--- config.mk ---
export PLATFORM = sky130hd
export DESIGN_NAME = pkt_tx_framer
export DESIGN_NICKNAME = d
export VERILOG_FILES = /design/src/rtl/pkt_fr_pkg.sv /design/src/rtl/pkt_fr_crc.sv /design/src/rtl/pkt_fr_seq.sv /design/src/rtl/pkt_tx_framer.sv
export SDC_FILE = /design/constraint.sdc
export NUM_CORES = 1
export LEC_CHECK = 0
export ABC_AREA = 1
export CAP_MARGIN = 30
export CORE_MARGIN = 4
export CORE_UTILIZATION = 57
export DETAILED_ROUTE_END_ITERATION = 10
export HOLD_SLACK_MARGIN = 0.06
export PLACE_DENSITY = 0.86
export SETUP_SLACK_MARGIN = 0.2
export SLEW_MARGIN = 20
export SYNTH_ARGS = -nofsm -noshare
export SYNTH_HDL_FRONTEND = slang
export SYNTH_HIERARCHICAL = 1
export SYNTH_SLANG_ARGS = --single-unit
--- constraint.sdc ---
create_clock -name clk -period 5.5 [get_ports clk]
set_clock_uncertainty 0.1 [all_clocks]
set_input_delay 1.1 -clock clk [delete_from_list [all_inputs] [get_ports clk]]
set_output_delay 1.1 -clock clk [all_outputs]
set_load 0.02 [all_outputs]
--- src/rtl/pkt_fr_pkg.sv ---
package pkt_fr_pkg;

   localparam int CRC_W = 16;

   typedef enum logic [1:0] {
      TAG_PRE  = 2'd0,
      TAG_SOP1 = 2'd1,
      TAG_SOP2 = 2'd2,
      TAG_BODY = 2'd3
   } sym_tag_t;

   typedef enum logic [2:0] {
      ST_IDLE,
      ST_PRE,
      ST_SOP1,
      ST_SOP2,
      ST_LEN,
      ST_PAY,
      ST_CRC_LO,
      ST_CRC_HI
   } fr_state_t;

endpackage

--- src/rtl/pkt_fr_crc.sv ---
module pkt_fr_crc #(
   parameter int          W    = 16,
   parameter int          DW   = 8,
   parameter logic [15:0] POLY = 16'hA001
) (
   input  logic          clk,
   input  logic          rst_n,
   input  logic          load,
   input  logic [W-1:0]  seed,
   input  logic          upd,
   input  logic [DW-1:0] din,
   output logic [W-1:0]  crc
);

   logic [W-1:0] crc_q;
   logic [W-1:0] chain [0:DW];

   assign chain[0] = crc_q ^ {{(W-DW){1'b0}}, din};

   for (genvar i = 0; i < DW; i++) begin : g_bit
      assign chain[i+1] = chain[i][0] ? ((chain[i] >> 1) ^ POLY[W-1:0])
                                      : (chain[i] >> 1);
   end

   always_ff @(posedge clk) begin
      if (!rst_n)    crc_q <= '0;
      else if (load) crc_q <= seed;
      else if (upd)  crc_q <= chain[DW];
   end

   assign crc = crc_q;

endmodule

--- src/rtl/pkt_fr_seq.sv ---
module pkt_fr_seq
   import pkt_fr_pkg::*;
#(
   parameter int PRE_W = 6,
   parameter int LEN_W = 8
) (
   input  logic             clk,
   input  logic             rst_n,
   input  logic             start,
   input  logic [PRE_W-1:0] pre_n,
   input  logic [LEN_W-1:0] len,
   input  logic             crc_en,
   input  logic             fire,
   output logic             launch,
   output fr_state_t        state,
   output logic [LEN_W-1:0] len_q
);

   localparam int CNT_W = (PRE_W > LEN_W) ? PRE_W : LEN_W;

   logic [CNT_W-1:0] cnt;
   logic             crc_en_q;
   fr_state_t        after_body;

   assign launch     = (state == ST_IDLE) && start;
   assign after_body = crc_en_q ? ST_CRC_LO : ST_IDLE;

   always_ff @(posedge clk) begin
      if (!rst_n) begin
         state    <= ST_IDLE;
         cnt      <= '0;
         len_q    <= '0;
         crc_en_q <= 1'b0;
      end else begin
         case (state)
            ST_IDLE: if (start) begin
               len_q    <= len;
               crc_en_q <= crc_en;
               if (pre_n != '0) begin
                  state <= ST_PRE;
                  cnt   <= CNT_W'(pre_n) - CNT_W'(1);
               end else begin
                  state <= ST_SOP1;
               end
            end
            ST_PRE: if (fire) begin
               if (cnt == '0) state <= ST_SOP1;
               else           cnt   <= cnt - CNT_W'(1);
            end
            ST_SOP1: if (fire) state <= ST_SOP2;
            ST_SOP2: if (fire) state <= ST_LEN;
            ST_LEN: if (fire) begin
               if (len_q == '0) begin
                  state <= after_body;
               end else begin
                  state <= ST_PAY;
                  cnt   <= CNT_W'(len_q) - CNT_W'(1);
               end
            end
            ST_PAY: if (fire) begin
               if (cnt == '0) state <= after_body;
               else           cnt   <= cnt - CNT_W'(1);
            end
            ST_CRC_LO: if (fire) state <= ST_CRC_HI;
            ST_CRC_HI: if (fire) state <= ST_IDLE;
            default:   state <= ST_IDLE;
         endcase
      end
   end

endmodule

--- src/rtl/pkt_tx_framer.sv ---
module pkt_tx_framer
   import pkt_fr_pkg::*;
#(
   parameter int          PRE_W    = 6,
   parameter int          LEN_W    = 8,
   parameter int          DW       = 8,
   parameter logic [7:0]  PRE_SYM  = 8'hAA,
   parameter logic [7:0]  SOP1_SYM = 8'h3C,
   parameter logic [7:0]  SOP2_SYM = 8'hC3,
   parameter logic [15:0] CRC_POLY = 16'hA001
) (
   input  logic             clk,
   input  logic             rst_n,
   input  logic             start,
   input  logic [PRE_W-1:0] cfg_pre_count,
   input  logic [LEN_W-1:0] cfg_len,
   input  logic             cfg_crc_en,
   input  logic             cfg_seed_zero,
   input  logic [15:0]      cfg_seed,
   input  logic [DW-1:0]    pay_data,
   input  logic             pay_valid,
   output logic             pay_ready,
   output logic [DW-1:0]    out_data,
   output logic [1:0]       out_tag,
   output logic             out_valid,
   input  logic             out_ready,
   output logic             busy
);

   if (DW * 2 != CRC_W) begin : g_bad_dw
      $error("pkt_tx_framer: DW must be half the CRC width");
   end
   if (LEN_W > DW || LEN_W < 1) begin : g_bad_len
      $error("pkt_tx_framer: LEN_W must fit in one output byte");
   end
   if (PRE_W < 1 || PRE_W > 16) begin : g_bad_pre
      $error("pkt_tx_framer: PRE_W out of range");
   end

   fr_state_t        state;
   logic             launch;
   logic             fire;
   logic [LEN_W-1:0] len_q;
   logic [CRC_W-1:0] crc;
   logic [CRC_W-1:0] seed_sel;

   assign seed_sel = cfg_seed_zero ? '0 : cfg_seed;
   assign fire     = out_valid && out_ready;

   pkt_fr_seq #(.PRE_W(PRE_W), .LEN_W(LEN_W)) u_seq (
      .clk    (clk),
      .rst_n  (rst_n),
      .start  (start),
      .pre_n  (cfg_pre_count),
      .len    (cfg_len),
      .crc_en (cfg_crc_en),
      .fire   (fire),
      .launch (launch),
      .state  (state),
      .len_q  (len_q)
   );

   pkt_fr_crc #(.W(CRC_W), .DW(DW), .POLY(CRC_POLY)) u_crc (
      .clk   (clk),
      .rst_n (rst_n),
      .load  (launch),
      .seed  (seed_sel),
      .upd   (fire && (state == ST_PAY)),
      .din   (pay_data),
      .crc   (crc)
   );

   always_comb begin
      out_data  = '0;
      out_tag   = TAG_BODY;
      out_valid = 1'b1;
      pay_ready = 1'b0;
      case (state)
         ST_IDLE:   out_valid = 1'b0;
         ST_PRE:    begin out_data = DW'(PRE_SYM);  out_tag = TAG_PRE;  end
         ST_SOP1:   begin out_data = DW'(SOP1_SYM); out_tag = TAG_SOP1; end
         ST_SOP2:   begin out_data = DW'(SOP2_SYM); out_tag = TAG_SOP2; end
         ST_LEN:    out_data = DW'(len_q);
         ST_PAY: begin
            out_data  = pay_data;
            out_valid = pay_valid;
            pay_ready = out_ready;
         end
         ST_CRC_LO: out_data = crc[DW-1:0];
         ST_CRC_HI: out_data = crc[CRC_W-1:DW];
         default:   out_valid = 1'b0;
      endcase
   end

   assign busy = (state != ST_IDLE);

endmodule

[Word level (Yosys, flattened, before mapping)]
Cells that the tools add are included.
Word-level totals
  bits in registers: 36
  output and inout bits: 13
Operators by class
  add/subtract/negate cells: 3
  equal/unequal tests: 21
  muxes and demuxes: 36
  bitwise operators: 9
  reductions and logical operators: 14
Operators with widths (number)
  2-to-1 mux 16 bit: 11
  one-hot mux 8 bit (7 select lines): 1
  2-to-1 mux 8 bit: 6
  2-to-1 mux 3 bit: 12
  inverter 2 -> 3 bit: 8
  one-hot mux 3 bit (8 select lines): 1
  one-hot mux 8 bit (3 select lines): 1
  inequality test 2 bit, second input constant: 11
  logical NOT 8 bit: 2
  subtractor 8 x 1 -> 8 bit, second input constant: 2
  XOR 16 x 8 -> 16 bit: 1
  == test 3 bit, second input constant: 4
  AND reduction 10 bit: 1
  AND reduction 7 bit: 1
  subtractor 6 x 1 -> 7 bit, second input constant: 1
  == test 3 x 2 -> 1 bit, second input constant: 2
  inequality test 2 x 1 -> 1 bit, second input constant: 3
  one-hot mux 2 bit (3 select lines): 1
  nonzero test 3 bit: 2
  nonzero test 6 bit: 1
  == test 3 x 1 -> 1 bit, second input constant: 1
  logical AND 1 bit: 3
  logical NOT 3 bit: 1
  2-to-1 mux 2 bit: 1
  other kinds (5): 5

[Logic depth before layout (Yosys ltp)]
  depth after elaboration: 19
  gate-level depth with buffers: 15
  depth with buffers taken out: 15

[Modules after synthesis]
Netlist, hierarchy kept.
Modules (own cells, without submodules)
  pkt_fr_seq: instances 1, cells an instance 222, area each 1426.4 µm², sequential area each 400.4 µm²
  pkt_fr_crc: instances 1, cells an instance 180, area each 1069.8 µm², sequential area each 320.3 µm²
  pkt_tx_framer: instances 1, cells an instance 129, area each 571.8 µm², sequential area each 0.0 µm²

[Worst setup path before layout]
OpenSTA, ideal clock, no wires.
  path type: input to register
  start point: in start
  end point: reg u_crc.crc_q[10] (netlist: u_crc/crc[10])
  setup time: 75 ps
  arrival: 2607 ps
  setup slack: 2718 ps
  stages on the path: 11
  path buffers: 4
  path through: inv_1 -> nor2_1 -> nand2_1 -> clkbuf_1 -> buf_2 -> inv_1 -> clkbuf_1 -> nor2_1 -> buf_2 -> nand2_1 -> a31oi_1
On the way
  cells in the longest elaborated chain, start to end: 2
  elaborated cells on any way between the ends: 3
  classes of those cells: mux: 1; reduce/logical: 2
RTL lines
  start: declaration: RTL line pkt_tx_framer.sv:14  | input logic start,
  logical AND 1 bit *: RTL line pkt_fr_seq.sv:25  | assign launch = (state == ST_IDLE) && start;
  via launch: RTL line pkt_tx_framer.sv:41  | logic launch;
  2-to-1 mux 16 bit / nonzero test 2 bit (equally long branches)
  end signal: assignment: RTL line pkt_fr_crc.sv:28  | else if (upd) crc_q <= chain[DW];
  end: declaration: RTL line pkt_fr_crc.sv:15  | logic [W-1:0] crc_q;
Mark *: on every way through the listed nets, which the timed path passes. The rest lies on a longest branch.
A chain may end at the register's enable or synchronous reset.

[Worst setup path after layout]
  start point: in pay_data[6]
  end point: out out_data[6]
On the way
  cells in the longest elaborated chain, start to end: 1
RTL lines
  start: declaration: RTL line pkt_tx_framer.sv:20  | input logic [DW-1:0] pay_data,
  one-hot mux 8 bit (7 select lines): RTL line pkt_tx_framer.sv:78  | case (state)
  end: declaration: RTL line pkt_tx_framer.sv:23  | output logic [DW-1:0] out_data,
No other way between the ends.

==> flow_metrics.py <==
metrics = {
    "outcome": {
        "status": "completed",
    },
    "final_layout": {
        "syn2layout_area_growth_pct": 21.0,
        "drive_above_1_share": 0.0897,
        "seq_area_um2": 722,
        "fin_nets": 626,
        "antenna_cells": 0,
        "utilization": 0.717,
        "n_fill_cell": 435,
        "multi_input_area_um2": 1910,
        "final_area_um2": 3710,
    },
    "synthesis": {
        "netlist_instances": 531,
        "ys_types": 36,
        "syn_area_per_cell_um2": 5.78,
        "synth.net_count": 578,
        "seq_area_frac_synth": 0.235,
        "ys_ff_latch": 36,
        "ys_warn_count": 6,
        "synth_area_um2": 3070,
    },
    "clock_network": {
        "cts_num_sinks": 36,
        "cts_tree": "built",
        "cts-root-buf": "clkbuf_8",
        "htreeDepth": 2,
        "post-cts-setup-buffers": 0,
        "clock_path_buffers": 2,
        "cts_resized": 0,
        "cts_made_buffers": 5,
        "ctsHoldBuffers": 0,
        "clk_pin_slew_ns": 0.08,
        "insertion_delay_ns": 0.29,
    },
    "routing": {
        "firstDrtPassIters": 7,
        "post-route-drc-count": 0,
        "drt_wl_total_um": 8370,
        "drtAntennaViolNets": 0,
        "num_vias": 3510,
        "post_drt_via_cell_ratio": 5.40,
        "drt_iter0_markers": 334,
        "routedWlPerCell_um": 12.9,
    },
    "setup_path": {
        "cp-end-kind": "primary output",
        "arrival_ns": 2.63,
        "critical_path_class": "primary input to primary output",
        "crit_required_ns": 4.30,
        "crit_fanout": 3,
        "critPathLaunchType": "primary input",
    },
    "grt": {
        "antenna_found_initial": 0,
        "grt_pass1_vias": 3171,
        "grt_remaining_overflow": 0,
        "grt_max_degree": 24,
        "grt.total_usage": 0.262,
        "grt_pass1_wl_um": 13700,
    },
    "place": {
        "placed_area_um2": 3610,
        "hpwl_um": 6430,
        "gp_congestion": 0.926,
        "dp_slack_ns": 1.53,
        "io_buffers": 57,
    },
    "timing": {
        "rsz0062_at_grt": "false",
        "clock.fmax_mhz": 261,
        "worst_slack_ns": 1.67,
        "setup_tns_ns": 0,
        "slew_violations": 0,
        "hold_viol": 0,
        "fin_crit_sh": 0.696,
        "period_minus_slack_ns": 3.83,
        "setup-violations-final": 0,
        "max_slew_margin": 0.396,
        "tightestPinTransition_ns": 0.905,
    },
    "power_and_ir_drop": {
        "ir_worst_vdd_mv": 0.247,
        "p_per_area_nw_per_um2": 388,
        "power.leakage_nw": 1.76,
    },
    "floorplan": {
        "core_area_um2": 5170,
        "ioPinCount": 58,
        "dieArea_um2": 6620,
        "initial_core_util": 0.593,
        "die_h_um": 81.4,
        "die_x_um": 81.4,
        "placementRows": 26,
    },
    "run": {
        "drv_cap": 0,
    },
    "hold_path": {
        "hold_path.class": "flop to flop",
    },
}
[report_power, final]
part           switching, mW  total, mW  internal (mW)  leakage (nW)
registers             0.0823      0.402          0.320         0.296
logic                  0.531      0.841          0.310          1.41
clock network         0.0972      0.197          0.100        0.0510
total                  0.711       1.44          0.730          1.76
[cell usage after synthesis]
cell type  instances  area, um^2
a21oi_1           23         115
a21oi_2            4        35.0
a22oi_1            2        15.0
a31oi_1           10        62.6
and2_1             1        6.26
buf_12             1        20.0
buf_2              4        20.0
buf_4              3        22.5
buf_6              3        33.8
clkbuf_1           6        22.5
dfxtp_1           36         721
ha_1               2        25.0
inv_1             80         300
inv_2              3        11.3
inv_4              2        12.5
mux2i_1            1        10.0
nand2_1          171         642
nand2_2           14        87.6
nand2_4            4        45.0
nand2_8            1        20.0
nand3_1           26         130
nand3_2            5        50.1
nand3b_1           3        22.5
nand4_1           11        68.8
nor2_1            63         236
nor2_2             4        25.0
nor2_4             2        22.5
nor3_1             2        10.0
nor3b_1            1        7.51
o21a_1             1        7.51
o21ai_0           25         125
o21ai_1            3        15.0
o21ai_2            2        17.5
o21bai_1           2        15.0
xnor2_1            6        52.6
xor2_1             4        35.0
[state kept, by name, indices dropped and copies added, names as in the netlist]
signal,count
u_crc/crc,16
u_seq/cnt,8
u_seq/len_q,8
u_seq/state,3
u_seq/crc_en_q,1
[through the flow]
stage / hold WS [ns] / std cells / power (mW)
floorplan: 0.344 / 531 / 1.02
global placement: 0.360 / 641 / 1.20
detailed placement: 0.368 / 641 / 1.23
CTS: 0.378 / 649 / 1.42
global route: 0.405 / 650 / 1.56
finish: 0.387 / 650 / 1.44
[layer usage]
| layer | vias to the layer above | global-route usage | wire [um] |
|---|---|---|---|
| li1 | 1744 | - | - |
| met1 | 1592 | 0.362 | 3770 |
| met2 | 157 | 0.410 | 3800 |
| met3 | 17 | 0.0421 | 669 |
| met4 | 0 | 0.0912 | 138 |
| met5 | - | 0 | 0 |
[cell families (layout without fill, tap and decap cells)]
group | Yosys count | after routing | share of synthesized area
and+or+nand+nor | 308 | 308 | 0.448
muxes | 1 | 1 | 0.00326
adders and majority gates | 2 | 2 | 0.00816
xor gates and xnor gates | 10 | 10 | 0.0285
DFF | 36 | 36 | 0.235
AOI/OAI and AO/OA | 72 | 72 | 0.133
buffers and inverters | 102 | 151 | 0.144
[placed cells by master (no fill, tap or decap), types with 5 or more instances in the layout]
master and instances:
xnor2_1 6, nand2_1 171, nor2_2 5, inv_1 80
nand4_1 11, nand3_2 5, nor2_1 62, o21ai_0 25
dfxtp_1 35, clkdlybuf4s50_1 57, nand3_1 26, clkbuf_8 6
a31oi_1 10, a21oi_1 23, nand2_2 14
[path summary, 6_finish.rpt]
| path | start | to | slack, ns | cells past startpoint |
|---|---|---|---|---|
| hold reg to reg | u_seq/cnt[0] | u_seq/cnt[0] | 0.39 | 2 |
| setup / recovery | pay_data[6] | out_data[6] | 1.67 | 5 |
| hold / removal | u_seq/cnt[0] | u_seq/cnt[0] | 0.39 | 2 |
| setup reg to reg | u_seq/state[2] | u_crc/crc[8] | 2.36 | 6 |
[layout make-up]
type                    instances  area share
multi-input cells             393       0.514
flip-flops and latches         36       0.195
repair buffers                 58       0.156
inverters                      85      0.0873
well taps                      70      0.0236
clock buffers                   6      0.0223
clock inverters                 2     0.00270
[worst max-delay path: stages]
cell             delay, ns
clkdlybuf4s50_1       0.54
nand4_1               0.10
and2_1                0.20
nand2_1               0.08
clkdlybuf4s50_1       0.60
Power figures use the tool's default switching activity.
